<file path="config.mk">
export PLATFORM = sky130hd
export DESIGN_NAME = irq_slice_top
export DESIGN_NICKNAME = d
export VERILOG_FILES = /design/src/rtl/irq_slice_pkg.sv /design/src/rtl/irq_src_cell.sv /design/src/rtl/irq_reg_port.sv /design/src/rtl/irq_slice_top.sv
export SDC_FILE = /design/constraint.sdc
export NUM_CORES = 1
export LEC_CHECK = 0
export ABC_AREA = 1
export ABC_CLOCK_PERIOD_IN_PS = 1400
export BUFFER_PORTS_ARGS = -buffer_cell sky130_fd_sc_hd__buf_2
export CAP_MARGIN = 40
export CORE_MARGIN = 4
export CORE_UTILIZATION = 33
export DETAILED_ROUTE_END_ITERATION = 10
export GPL_ROUTABILITY_DRIVEN = 1
export GPL_TIMING_DRIVEN = 0
export PLACE_DENSITY = 0.79
export SYNTH_ARGS = -nofsm -noshare
export SYNTH_HDL_FRONTEND = slang
export SYNTH_SLANG_ARGS = --single-unit
</file>
<file path="constraint.sdc">
create_clock -name clk_i -period 1.4 [get_ports clk_i]
set_input_delay 0.14 -clock clk_i [delete_from_list [all_inputs] [get_ports clk_i]]
set_output_delay 0.14 -clock clk_i [all_outputs]
set_load 0.1 [all_outputs]
</file>
<file path="src/rtl/irq_slice_pkg.sv">
package irq_slice_pkg;

    localparam int unsigned OFF_STATE  = 32'h0;
    localparam int unsigned OFF_ENABLE = 32'h4;
    localparam int unsigned OFF_TEST   = 32'h8;

    typedef enum logic {
        EVT_IDLE = 1'b0,
        EVT_PEND = 1'b1
    } evt_st_e;

    typedef enum logic [1:0] {
        ACC_NONE   = 2'd0,
        ACC_STATE  = 2'd1,
        ACC_ENABLE = 2'd2,
        ACC_TEST   = 2'd3
    } acc_sel_e;

endpackage

</file>
<file path="src/rtl/irq_src_cell.sv">
module irq_src_cell
    import irq_slice_pkg::*;
#(
    parameter bit IS_STATUS = 1'b0
) (
    input  logic clk_i,
    input  logic rst_ni,
    input  logic hw_i,
    input  logic clr_i,
    input  logic tst_i,
    output logic state_o
);

    logic set_req;
    assign set_req = hw_i | tst_i;

    generate
        if (IS_STATUS) begin : g_status
            logic lvl_q;

            always_ff @(posedge clk_i or negedge rst_ni) begin
                if (!rst_ni) lvl_q <= 1'b0;
                else         lvl_q <= set_req;
            end

            assign state_o = lvl_q;

            // the bit drops when neither condition nor force is present
            p_sts_drop_r7: assert property (@(posedge clk_i) disable iff (!rst_ni)
                (!hw_i && !tst_i) |=> !state_o);
            // a software clear cannot pull a live status bit low
            p_sts_noclr_r7: assert property (@(posedge clk_i) disable iff (!rst_ni)
                (hw_i && clr_i) |=> state_o);
            // a force on a status source shows in the next cycle
            p_sts_force_r9: assert property (@(posedge clk_i) disable iff (!rst_ni)
                tst_i |=> state_o);
        end else begin : g_event
            evt_st_e st_q, st_d;

            always_ff @(posedge clk_i or negedge rst_ni) begin
                if (!rst_ni) st_q <= EVT_IDLE;
                else         st_q <= st_d;
            end

            always_comb begin
                st_d = st_q;
                unique case (st_q)
                    EVT_IDLE: if (set_req) st_d = EVT_PEND;
                    EVT_PEND: if (clr_i && !set_req) st_d = EVT_IDLE;
                    default:  st_d = EVT_IDLE;
                endcase
            end

            assign state_o = (st_q == EVT_PEND);

            // a hardware condition is latched at the next edge
            p_evt_latch_r4: assert property (@(posedge clk_i) disable iff (!rst_ni)
                hw_i |=> state_o);
            // without a clear, a pending bit is held
            p_evt_hold_r4: assert property (@(posedge clk_i) disable iff (!rst_ni)
                (state_o && !clr_i) |=> state_o);
            // a set in the clearing cycle wins
            p_evt_set_wins_r6: assert property (@(posedge clk_i) disable iff (!rst_ni)
                (clr_i && hw_i) |=> state_o);
            // a force latches the event
            p_evt_force_r8: assert property (@(posedge clk_i) disable iff (!rst_ni)
                tst_i |=> state_o);
        end
    endgenerate

endmodule

</file>
<file path="src/rtl/irq_reg_port.sv">
module irq_reg_port
    import irq_slice_pkg::*;
#(
    parameter int N_SRC  = 4,
    parameter int ADDR_W = 8,
    parameter int DATA_W = 32
) (
    input  logic              clk_i,
    input  logic              rst_ni,
    input  logic [ADDR_W-1:0] addr_i,
    input  logic [DATA_W-1:0] wdata_i,
    input  logic              we_i,
    input  logic              re_i,
    input  logic [N_SRC-1:0]  state_i,
    output logic [N_SRC-1:0]  en_o,
    output logic [N_SRC-1:0]  clr_o,
    output logic [N_SRC-1:0]  tst_o,
    output logic [DATA_W-1:0] rdata_o
);

    localparam logic [ADDR_W-1:0] A_STATE  = ADDR_W'(OFF_STATE);
    localparam logic [ADDR_W-1:0] A_ENABLE = ADDR_W'(OFF_ENABLE);
    localparam logic [ADDR_W-1:0] A_TEST   = ADDR_W'(OFF_TEST);

    acc_sel_e          sel;
    logic [N_SRC-1:0]  en_q;
    logic              unused_wdata;

    assign unused_wdata = ^wdata_i;

    always_comb begin
        unique case (addr_i)
            A_STATE:  sel = ACC_STATE;
            A_ENABLE: sel = ACC_ENABLE;
            A_TEST:   sel = ACC_TEST;
            default:  sel = ACC_NONE;
        endcase
    end

    always_ff @(posedge clk_i or negedge rst_ni) begin
        if (!rst_ni)                          en_q <= '0;
        else if (we_i && sel == ACC_ENABLE)   en_q <= wdata_i[N_SRC-1:0];
    end

    assign en_o  = en_q;
    assign clr_o = (we_i && sel == ACC_STATE) ? wdata_i[N_SRC-1:0] : '0;
    assign tst_o = (we_i && sel == ACC_TEST)  ? wdata_i[N_SRC-1:0] : '0;

    always_comb begin
        rdata_o = '0;
        if (re_i) begin
            unique case (sel)
                ACC_STATE:  rdata_o[N_SRC-1:0] = state_i;
                ACC_ENABLE: rdata_o[N_SRC-1:0] = en_q;
                ACC_TEST:   rdata_o = '0;
                default:    rdata_o = '0;
            endcase
        end
    end

    // an enable write is visible after the edge
    p_en_write_r1: assert property (@(posedge clk_i) disable iff (!rst_ni)
        (we_i && addr_i == A_ENABLE) |=> en_o == $past(wdata_i[N_SRC-1:0]));
    // the enable register does not move without a write to it
    p_en_stable_r1: assert property (@(posedge clk_i) disable iff (!rst_ni)
        !(we_i && addr_i == A_ENABLE) |=> $stable(en_o));
    // the test register reads as zero
    p_rd_test_zero_r10: assert property (@(posedge clk_i) disable iff (!rst_ni)
        (re_i && addr_i == A_TEST) |-> rdata_o == '0);
    // no read strobe, no data
    p_rd_idle_zero_r10: assert property (@(posedge clk_i) disable iff (!rst_ni)
        !re_i |-> rdata_o == '0);

endmodule

</file>
<file path="src/rtl/irq_slice_top.sv">
module irq_slice_top
    import irq_slice_pkg::*;
#(
    parameter int          N_SRC       = 4,
    parameter logic [31:0] STATUS_MASK = 32'h0000_000C,
    parameter int          ADDR_W      = 8,
    parameter int          DATA_W      = 32
) (
    input  logic              clk_i,
    input  logic              rst_ni,
    input  logic [N_SRC-1:0]  hw_irq_i,
    input  logic [ADDR_W-1:0] reg_addr_i,
    input  logic [DATA_W-1:0] reg_wdata_i,
    input  logic              reg_we_i,
    input  logic              reg_re_i,
    output logic [DATA_W-1:0] reg_rdata_o,
    output logic [N_SRC-1:0]  irq_o
);

    logic [N_SRC-1:0] state_w;
    logic [N_SRC-1:0] en_w;
    logic [N_SRC-1:0] clr_w;
    logic [N_SRC-1:0] tst_w;

    irq_reg_port #(
        .N_SRC  (N_SRC),
        .ADDR_W (ADDR_W),
        .DATA_W (DATA_W)
    ) u_port (
        .clk_i   (clk_i),
        .rst_ni  (rst_ni),
        .addr_i  (reg_addr_i),
        .wdata_i (reg_wdata_i),
        .we_i    (reg_we_i),
        .re_i    (reg_re_i),
        .state_i (state_w),
        .en_o    (en_w),
        .clr_o   (clr_w),
        .tst_o   (tst_w),
        .rdata_o (reg_rdata_o)
    );

    for (genvar i = 0; i < N_SRC; i++) begin : g_src
        irq_src_cell #(
            .IS_STATUS (STATUS_MASK[i])
        ) u_cell (
            .clk_i   (clk_i),
            .rst_ni  (rst_ni),
            .hw_i    (hw_irq_i[i]),
            .clr_i   (clr_w[i]),
            .tst_i   (tst_w[i]),
            .state_o (state_w[i])
        );

        // a masked source never drives its wire
        p_irq_gate_r2: assert property (@(posedge clk_i) disable iff (!rst_ni)
            !en_w[i] |-> !irq_o[i]);
    end

    assign irq_o = state_w & en_w;

endmodule

</file>
==> impl_metrics.env <==
export IMPL_gr_usage_all_layers_pct=14.2
export IMPL_clock_latency_ns=0.26
export IMPL_p_sw_uw=553
export IMPL_comb_power_share_pct=56.4
export IMPL_rows=16
export IMPL_hp_class="in2reg"
export IMPL_die_area_sq_um=3080
export IMPL_final_hold_violation_count=0
export IMPL_p_int_uw=455
export IMPL_avgSynthCellArea_sq_um=7.22
export IMPL_r2r_end="g_src[0].u_cell.state_o$_DFF_PN0_"
export IMPL_drv_cap=0
export IMPL_crit_path_cell_trace="buf_6, nor2_4, nand2_2, nor2_4, nand2_2, ha_4, inv_2, nand2_4, a21oi_4, buf_12"
export IMPL_first_pass_iters=4
export IMPL_h_tree_depth=1
export IMPL_root_buffer="clkbuf_4"
export IMPL_synthTopCellsByArea="buf_4, dfrtp_1, nand2_1"
export IMPL_power_frac_seq_pct=25.3
export IMPL_drtAntennaViolNets=0
export IMPL_cts_buffers=3
export IMPL_final_nets=219
export IMPL_rr_startpoint="g_src[0].u_cell.state_o$_DFF_PN0_"
export IMPL_crit_fanout=4
export IMPL_setup_viol=4
export IMPL_p_clk_share_pct=18.3
export IMPL_period_minus_slack_ns=1.50
export IMPL_leakagePower_uw=0.000724
export IMPL_cts_max_path_buffers=2
export IMPL_area_growth_pct=80.5
export IMPL_die_h_microns=55.5
export IMPL_path_class="in2out"
export IMPL_synth_top_area_share_pct=29.3
export IMPL_fillers=172
export IMPL_die_w_microns=55.5
export IMPL_period_share_pct=107
export IMPL_ys_warn_count=0
export IMPL_clk_pin_slew_ns=0.05
export IMPL_ir_worst_vdd_v=0.000502
export IMPL_hp_start="hw_irq_i[1]"
export IMPL_remaining_drc_errors=0
export IMPL_hold_ws_ns=0.0877
export IMPL_finClkSkew_ns=0
export IMPL_core_sq_um=2040
export IMPL_cts_tree="built"
export IMPL_drive_gt1_share_pct=53.0
export IMPL_reg2reg_depth=2
export IMPL_diodes=0
export IMPL_most_common_layout_cells="buf_4, conb_1, nand2_1"
export IMPL_drv_slew=0
export IMPL_vias=757
export IMPL_grt_max_degree=9
export IMPL_ios=84
export IMPL_yosysSeqAreaShare_pct=26.9
export IMPL_routed_via_density=3.92
export IMPL_portBuffers=26
export IMPL_holdPathStages=3
export IMPL_status="complete, but fails checks"
export IMPL_synth_seq_cells=8
export IMPL_grt_pass1_wl_mm=3.39
export IMPL_fin_ws_ns=-0.0970
export IMPL_synth_largest_area_cell="buf_4"
export IMPL_drt_iter0_drc=14
export IMPL_place_congestion=0.733
export IMPL_wl_per_cell_microns=10.3
export IMPL_arrival_ns=1.36
export IMPL_swShare_pct=54.9
export IMPL_holdPathEnd="g_src[1].u_cell.state_o$_DFF_PN0_"
export IMPL_final_common_cell="buf_4"
export IMPL_max_stage_delay_ns=0.21
export IMPL_antenna_found_initial=0
export IMPL_failed_checks="negative setup slack"
export IMPL_crit_slowest_cell="ha_4"
export IMPL_power_density_nw_per_um2=752
export IMPL_clock_sinks=8
export IMPL_gr_total_overflow=0
export IMPL_cp_required_ns=1.26
export IMPL_end_kind="output pin"
export IMPL_r2r_slack_ns=0.71
export IMPL_syn_inst=103
export IMPL_crit_path_start_kind="input port"
export IMPL_wl_mm=1.99
export IMPL_max_freq_mhz=668
export IMPL_grt_pass1_vias=799
export IMPL_syn_cell_area_sq_um=743
export IMPL_start_util_pct=36.4
export IMPL_synth_distinct_cells=14
export IMPL_rsz0062_at_grt="yes"
export IMPL_p_total_uw=1010
-- how the worst max path moves through the flow --
stage	from	end	slack (ns)	cells after the start
final	reg_addr_i[7]	reg_rdata_o[2]	-0.1	10
after CTS	reg_addr_i[6]	reg_rdata_o[1]	-0.08	10
after detailed placement	reg_addr_i[1]	reg_rdata_o[0]	-0.38	8
after global routing	reg_addr_i[5]	reg_rdata_o[2]	-0.16	10
after floorplan	reg_addr_i[7]	reg_rdata_o[0]	-0.17	8
after global placement	reg_addr_i[1]	reg_rdata_o[2]	-0.33	8
-- metal layers --
metal  up-vias  GRT usage, %  share of wire, %
met5         -             0                 0
met4         0          10.4               4.4
met3         8          5.13                11
met2        43          25.7                52
met1       320          12.7                33
li1        386             -                 -
-- sequential cells by signal (all words and copies together) (netlist names) --
signal and count:
g_src.u_cell.state_o 4, u_port.en_o 4
-- synthesized netlist by cell type --
library cell,instances
buf_4,29
nand2_1,25
inv_1,11
nand3_1,9
dfrtp_1,8
nor2_1,6
a21oi_1,4
ha_1,3
o21ai_2,2
o21bai_1,2
conb_1,1
nand2_4,1
xnor2_1,1
xor2_1,1
-- power by group through the flow --
stage,clock network [uW],logic [uW],registers [uW]
finish,184,569,255
global route,210,592,256
CTS,184,560,255
detailed placement,0,539,259
global placement,0,534,258
floorplan,0,488,256
-- through the flow --
stage	cell area (sq um)	instances	setup slack, ns	utilization, %	TNS, ns
2_1_floorplan	917	130	-0.169	-	-0.677
3_3_place_gp	1080	183	-0.334	52.9	-1.33
3_5_place_dp	1080	183	-0.383	52.9	-1.50
4_1_cts	1340	195	-0.0825	65.4	-0.318
5_1_grt	1340	193	-0.157	65.7	-0.613
6_report	1340	193	-0.0970	65.7	-0.383
-- kinds of logic after synthesis --
logic type | synth area share, %
XOR/XNOR | 2.36
AO/OA/AOI/OAI | 7.07
buffers and inverters | 34.8
AND/OR/NAND/NOR | 23.2
adder cells (fa/ha/maj) | 5.05
flip-flops | 26.9
other | 0.505
-- repair_timing --
item | CTS | global route
buffers inserted | 8 | 0
setup endpoints to repair | 4 | 8
endpoints found under the hold margin | 8 | 0
hold buffers | 1 | 0
resized for setup | 37 | 4
pin swaps | 10 | 9
-- worst max-delay path: cells and delay by family --
kind	cells	cell delay [ns]
fa+ha+maj	1	0.21
simple gates	5	0.52
compound gates	1	0.15
buf+inv	3	0.34
-- final cells by class --
cell class	count	area (sq um)	area share [%]
Tap cell	27	33.8	2.52
Multi-Input combinational cell	82	546	40.7
Buffer	29	218	16.2
Sequential cell	8	200	14.9
Clock buffer	3	22.5	1.68
Inverter	11	41.3	3.08
Timing Repair Buffer	33	280	20.9
Note: power is estimated with default switching activity, not from simulation.
